## src/rtl/inb_win_pkg.sv

```systemverilog
package inb_win_pkg;

    localparam int REG_AW = 3;

    localparam logic [REG_AW-1:0] RA_BAR0 = 3'd0;
    localparam logic [REG_AW-1:0] RA_XB0  = 3'd2;
    localparam logic [REG_AW-1:0] RA_CTRL = 3'd4;

    typedef enum logic [1:0] {
        ST_IDLE  = 2'd0,
        ST_PASS  = 2'd1,
        ST_ABORT = 2'd2,
        ST_MISS  = 2'd3
    } res_state_t;

endpackage

```

## src/rtl/inb_win_regs.sv

```systemverilog
module inb_win_regs
    import inb_win_pkg::*;
#(
    parameter int ADDR_W    = 32,
    parameter int WIN0_LOG2 = 18,
    parameter int WIN1_LOG2 = 30
) (
    input  logic                    clk,
    input  logic                    rst_n,
    input  logic                    reg_we,
    input  logic [REG_AW-1:0]       reg_waddr,
    input  logic [ADDR_W-1:0]       reg_wdata,
    input  logic [REG_AW-1:0]       reg_raddr,
    output logic [ADDR_W-1:0]       reg_rdata,
    output logic [1:0][ADDR_W-1:0]  bar,
    output logic [1:0][ADDR_W-1:0]  xbase,
    output logic [1:0]              en
);

    logic [1:0][ADDR_W-1:0] bar_q;
    logic [1:0][ADDR_W-1:0] xb_q;
    logic [1:0]             en_q;

    for (genvar g = 0; g < 2; g++) begin : g_win
        localparam int          LG    = (g == 0) ? WIN0_LOG2 : WIN1_LOG2;
        localparam logic [ADDR_W-1:0] MASK = {ADDR_W{1'b1}} << LG;
        localparam logic [REG_AW-1:0] BAR_CODE = RA_BAR0 + REG_AW'(g);
        localparam logic [REG_AW-1:0] XB_CODE  = RA_XB0 + REG_AW'(g);

        always_ff @(posedge clk) begin
            if (!rst_n) begin
                bar_q[g] <= '0;
                xb_q[g]  <= '0;
                en_q[g]  <= 1'b0;
            end else if (reg_we) begin
                if (reg_waddr == BAR_CODE) bar_q[g] <= reg_wdata & MASK;
                if (reg_waddr == XB_CODE)  xb_q[g]  <= reg_wdata & MASK;
                if (reg_waddr == RA_CTRL)  en_q[g]  <= reg_wdata[g];
            end
        end

        // base register low bits must never hold a one
        AST_BAR_ALIGNED: assert property (@(posedge clk) disable iff (!rst_n)
            (reg_we && reg_waddr == BAR_CODE) |=> ((bar_q[g] & ~MASK) == '0));
    end

    always_comb begin
        reg_rdata = '0;
        unique case (reg_raddr)
            3'd0:    reg_rdata = bar_q[0];
            3'd1:    reg_rdata = bar_q[1];
            3'd2:    reg_rdata = xb_q[0];
            3'd3:    reg_rdata = xb_q[1];
            3'd4:    reg_rdata = {{(ADDR_W-2){1'b0}}, en_q};
            default: reg_rdata = '0;
        endcase
    end

    assign bar   = bar_q;
    assign xbase = xb_q;
    assign en    = en_q;

    AST_EN_WRITE: assert property (@(posedge clk) disable iff (!rst_n)
        (reg_we && reg_waddr == RA_CTRL) |=> (en_q == $past(reg_wdata[1:0])));

endmodule

```

## src/rtl/inb_win_match.sv

```systemverilog
module inb_win_match #(
    parameter int ADDR_W = 32,
    parameter int LOG2   = 18
) (
    input  logic [ADDR_W-1:0] in_addr,
    input  logic [ADDR_W-1:0] bar,
    input  logic [ADDR_W-1:0] xbase,
    output logic              hit,
    output logic [ADDR_W-1:0] xaddr
);

    assign hit   = (in_addr[ADDR_W-1:LOG2] == bar[ADDR_W-1:LOG2]);
    assign xaddr = {xbase[ADDR_W-1:LOG2], in_addr[LOG2-1:0]};

endmodule

```

## src/rtl/inb_win_ctrl.sv

```systemverilog
module inb_win_ctrl
    import inb_win_pkg::*;
#(
    parameter int ADDR_W = 32
) (
    input  logic                   clk,
    input  logic                   rst_n,
    input  logic                   in_valid,
    input  logic [1:0]             hit,
    input  logic [1:0]             en,
    input  logic [1:0][ADDR_W-1:0] xaddr,
    output logic                   out_valid,
    output logic                   out_hit,
    output logic                   out_win,
    output logic                   out_abort,
    output logic                   out_no_match,
    output logic [ADDR_W-1:0]      out_addr
);

    res_state_t        state_q, state_d;
    logic              win_q, win_d;
    logic [ADDR_W-1:0] addr_q, addr_d;

    // next state: window 0 decides whenever it hits
    always_comb begin
        state_d = ST_IDLE;
        win_d   = 1'b0;
        addr_d  = '0;
        if (in_valid) begin
            if (hit[0]) begin
                win_d   = 1'b0;
                state_d = en[0] ? ST_PASS : ST_ABORT;
                addr_d  = en[0] ? xaddr[0] : '0;
            end else if (hit[1]) begin
                win_d   = 1'b1;
                state_d = en[1] ? ST_PASS : ST_ABORT;
                addr_d  = en[1] ? xaddr[1] : '0;
            end else begin
                state_d = ST_MISS;
            end
        end
    end

    // state register with its payload
    always_ff @(posedge clk) begin
        if (!rst_n) begin
            state_q <= ST_IDLE;
            win_q   <= 1'b0;
            addr_q  <= '0;
        end else begin
            state_q <= state_d;
            win_q   <= win_d;
            addr_q  <= addr_d;
        end
    end

    // outputs decoded from the registered state
    always_comb begin
        out_valid    = 1'b0;
        out_hit      = 1'b0;
        out_abort    = 1'b0;
        out_no_match = 1'b0;
        unique case (state_q)
            ST_IDLE:  ;
            ST_PASS:  begin out_valid = 1'b1; out_hit      = 1'b1; end
            ST_ABORT: begin out_valid = 1'b1; out_abort    = 1'b1; end
            ST_MISS:  begin out_valid = 1'b1; out_no_match = 1'b1; end
            default:  ;
        endcase
    end

    assign out_win  = win_q;
    assign out_addr = addr_q;

    AST_OUT_LATENCY: assert property (@(posedge clk) disable iff (!rst_n)
        in_valid |=> out_valid);
    AST_IDLE_QUIET: assert property (@(posedge clk) disable iff (!rst_n)
        !in_valid |=> (!out_valid && !out_hit && !out_abort && !out_no_match && out_addr == '0));
    AST_DIS_ABORT: assert property (@(posedge clk) disable iff (!rst_n)
        (in_valid && hit[0] && !en[0]) |=> (out_abort && !out_hit && !out_win && out_addr == '0));
    AST_WIN0_PRIO: assert property (@(posedge clk) disable iff (!rst_n)
        (in_valid && hit[0] && hit[1]) |=> (out_win == 1'b0));
    AST_MISS_FLAG: assert property (@(posedge clk) disable iff (!rst_n)
        (in_valid && hit == 2'b00) |=> (out_no_match && !out_abort && !out_hit));

endmodule

```

## src/rtl/inb_win_xlat.sv

```systemverilog
module inb_win_xlat
    import inb_win_pkg::*;
#(
    parameter int ADDR_W    = 32,
    parameter int WIN0_LOG2 = 18,
    parameter int WIN1_LOG2 = 30
) (
    input  logic              clk,
    input  logic              rst_n,
    input  logic              reg_we,
    input  logic [2:0]        reg_waddr,
    input  logic [ADDR_W-1:0] reg_wdata,
    input  logic [2:0]        reg_raddr,
    output logic [ADDR_W-1:0] reg_rdata,
    input  logic              in_valid,
    input  logic [ADDR_W-1:0] in_addr,
    output logic              out_valid,
    output logic              out_hit,
    output logic              out_win,
    output logic              out_abort,
    output logic              out_no_match,
    output logic [ADDR_W-1:0] out_addr
);

    logic [1:0][ADDR_W-1:0] bar;
    logic [1:0][ADDR_W-1:0] xbase;
    logic [1:0][ADDR_W-1:0] xaddr;
    logic [1:0]             en;
    logic [1:0]             hit;

    inb_win_regs #(
        .ADDR_W(ADDR_W), .WIN0_LOG2(WIN0_LOG2), .WIN1_LOG2(WIN1_LOG2)
    ) u_regs (
        .clk(clk), .rst_n(rst_n),
        .reg_we(reg_we), .reg_waddr(reg_waddr), .reg_wdata(reg_wdata),
        .reg_raddr(reg_raddr), .reg_rdata(reg_rdata),
        .bar(bar), .xbase(xbase), .en(en)
    );

    for (genvar g = 0; g < 2; g++) begin : g_match
        localparam int LG = (g == 0) ? WIN0_LOG2 : WIN1_LOG2;
        inb_win_match #(.ADDR_W(ADDR_W), .LOG2(LG)) u_match (
            .in_addr(in_addr), .bar(bar[g]), .xbase(xbase[g]),
            .hit(hit[g]), .xaddr(xaddr[g])
        );
    end

    inb_win_ctrl #(.ADDR_W(ADDR_W)) u_ctrl (
        .clk(clk), .rst_n(rst_n), .in_valid(in_valid),
        .hit(hit), .en(en), .xaddr(xaddr),
        .out_valid(out_valid), .out_hit(out_hit), .out_win(out_win),
        .out_abort(out_abort), .out_no_match(out_no_match), .out_addr(out_addr)
    );

    AST_OFFSET_KEEP0: assert property (@(posedge clk) disable iff (!rst_n)
        (in_valid && hit[0] && en[0]) |=> (out_addr[WIN0_LOG2-1:0] == $past(in_addr[WIN0_LOG2-1:0])));
    AST_WIN1_PASS: assert property (@(posedge clk) disable iff (!rst_n)
        (in_valid && !hit[0] && hit[1] && en[1]) |=> (out_hit && out_win
            && out_addr[ADDR_W-1:WIN1_LOG2] == $past(xbase[1][ADDR_W-1:WIN1_LOG2])));

endmodule

```

## config.mk

```make
export PLATFORM = sky130hd
export DESIGN_NAME = inb_win_xlat
export DESIGN_NICKNAME = d
export VERILOG_FILES = /design/src/rtl/inb_win_pkg.sv /design/src/rtl/inb_win_regs.sv /design/src/rtl/inb_win_match.sv /design/src/rtl/inb_win_ctrl.sv /design/src/rtl/inb_win_xlat.sv
export SDC_FILE = /design/constraint.sdc
export NUM_CORES = 1
export LEC_CHECK = 0
export ABC_AREA = 1
export ABC_CLOCK_PERIOD_IN_PS = 2970
export BUFFER_PORTS_ARGS = -buffer_cell sky130_fd_sc_hd__buf_2
export CORE_MARGIN = 5
export CORE_UTILIZATION = 50
export CTS_BUF_LIST = sky130_fd_sc_hd__clkbuf_8
export DETAILED_ROUTE_END_ITERATION = 8
export PLACE_DENSITY = 0.75
export SETUP_SLACK_MARGIN = 0.05
export SLEW_MARGIN = 15
export SYNTH_ARGS = -nofsm -noshare
export SYNTH_HDL_FRONTEND = slang
export SYNTH_HIERARCHICAL = 1
export SYNTH_SLANG_ARGS = --single-unit
```

## constraint.sdc

```tcl
create_clock -name clk -period 2.97 [get_ports clk]
set_clock_uncertainty 0.2 [all_clocks]
set_input_delay 0.297 -clock clk [delete_from_list [all_inputs] [get_ports clk]]
set_output_delay 0.297 -clock clk [all_outputs]
set_load 0.005 [all_outputs]
```

==> impl_metrics.ini <==
[run_status]
status = finished clean

[setup_path]
worstPathMaxFanout = 33
worstSetupEndpoint = u_ctrl/out_addr[24]
worstPathArrival_ns = 2.25
critical_path_class = flop to flop
crit_path_start = u_regs/bar[31]
reg2reg_to = u_ctrl/out_addr[24]
reg2reg_depth = 7
start_kind = flop
r2r_slack_ns = 0.72
endpoint_kind = flop
cp.required_ns = 2.97
r2r-start = u_regs/bar[31]

[timing]
hold_violations = 0
rsz0062_at_grt = false
finalSetupViolCount = 0
worst_slack_ns = 0.719
whs_ns = 0.0113
relSlewSlack_pct = 34.6
slew_viol_final = 0
worst_slew_pin_slew_ns = 0.980
period_minus_slack_ns = 2.25
period_share_pct = 75.8
tns_ns = 0
max_freq_ghz = 0.444

[routing]
drc = 0
drt_iter0_markers = 218
antenna_left = 0
vias_per_cell = 4.96
wl_per_cell_um = 13.3
firstDrtPassIters = 5
vias = 3516
drt-total-wl_mm = 9.41

[placement]
post-dp-hpwl_mm = 6.93
gp_congestion = 0.890
dp_slack_ns = 0.695
portBuffers = 110

[die]
core_um2 = 7770
die_width_um = 99.3
start_util_pct = 51.4
boundaryPins = 143
die_h_um = 99.3
row_count = 32
dieArea_um2 = 9870

[yosys]
yosysWarnings = 6
syn_avg_cell_area_um2 = 7.07
synthCells = 564
synth_area_um2 = 3990

[grt]
antenna_found_initial = 1
grt_pass1_wl_mm = 14.8
grt_max_degree = 37
grt_use_total_pct = 18.5
grt_pass1_vias = 3135
overflow = 0

[clock_tree]
cts.sinks = 69
tritoncts = yes
root_buffer = clkbuf_8
path_clk_slew_ns = 0.07
htree_levels = 3
cts_made_buffers = 9
clockBufferDepth = 2
insertion_delay_ns = 0.34

[final_layout]
finalNetCount = 675
fin_util_pct = 54.3
drive_above_1_share_pct = 24.4
syn2layout_area_growth_pct = 5.61

[power_and_ir_drop]
p_leak_uw = 0.00194
ir_worst_vdd_v = 0.000226
pwr_density_cell_nw_per_um2 = 440

[hold_path]
min_path_type = primary input to flop

[job]
maxCapViolations = 0
==> stage by stage <==
step                      cell area (um2)  total power, uW  cells
after global routing                 4210             1940    709
after global placement               3960             1190    684
final                                4210             1850    709
after CTS                            4180             1860    705
after detailed placement             3960             1190    684
after floorplan                      4050             1180    579
==> timing repair <==
| action | in CTS | in global routing |
|---|---|---|
| hold buffers | 5 | 3 |
| resized for setup | 0 | 0 |
| endpoints found under the hold margin | 5 | 3 |
| setup buffers | 0 | 0 |
==> worst max-delay path, cell delays in order (launching register included) <==
cell and delay, ns:
dfxtp_1 0.35, xor2_1 0.17, nor2_1 0.18, nand3_1 0.09, nor2_1 0.28, inv_1 0.52
nand4_1 0.22, a21oi_1 0.11
==> how the worst min path moves through the flow <==
stage | startpoint | endpoint | cells after the start
after global placement | u_regs/xbase[27] | u_ctrl/out_addr[27] | 2
after floorplan | reg_wdata[30] | u_regs/xbase[62] | 2
final | reg_wdata[20] | u_regs/bar[20] | 3
after detailed placement | u_regs/xbase[21] | u_ctrl/out_addr[21] | 2
after CTS | in_addr[6] | u_ctrl/out_addr[6] | 3
after global routing | in_addr[11] | u_ctrl/out_addr[11] | 3
==> where the power goes <==
part | total, uW | switching, uW | internal [uW]
logic | 220 | 137 | 82.8
registers | 962 | 17.8 | 944
clock network | 673 | 351 | 322
total | 1850 | 506 | 1350
==> per-layer routing <==
layer	track usage, %	share of wire [%]	vias up
met3	4.91	7.4	20
li1	-	-	1797
met5	0	0	-
met1	23.7	43	1577
met4	8.40	2.3	0
met2	29.3	47	122
==> state kept, by name, indices dropped and copies added, names as in the netlist <==
| register | count |
|---|---|
| u_regs/xbase | 16 |
| u_ctrl/state_q | 2 |
| u_regs/bar | 16 |
| u_regs/en | 2 |
| u_ctrl/out_addr | 32 |
| u_ctrl/out_win | 1 |
==> cells in the final DEF, fill, tap and decap left out <==
cell             n
nor2_2           1
diode_2          1
a31oi_1          2
dlygate4sd3_1    8
xor2_1           3
nand2_2          1
clkbuf_8        10
clkinv_2         3
inv_2            4
nor2_8           1
o21ai_0         23
conb_1          16
a21oi_1         29
inv_4            1
nand3_1         18
buf_2          110
nor2_1          83
o21ai_1          4
nand3_2          1
nor3_1           1
clkinvlp_4       2
nand2_4          1
nand4_1         59
nor2_4           2
nand2_1         83
buf_4            5
inv_1           55
xnor2_1          5
a21oi_2          5
dfxtp_1         69
clkinv_4         1
==> cell type report <==
class	instances	area (um2)
sequential	69	1380
clock inverter	6	38.8
tap	102	128
inverter	60	228
fill	765	3550
multi-input combinational	338	1630
timing repair buffer	123	668
clock buffer	10	138
antenna	1	2.50
No activity file was read; power rests on OpenSTA's default activity.
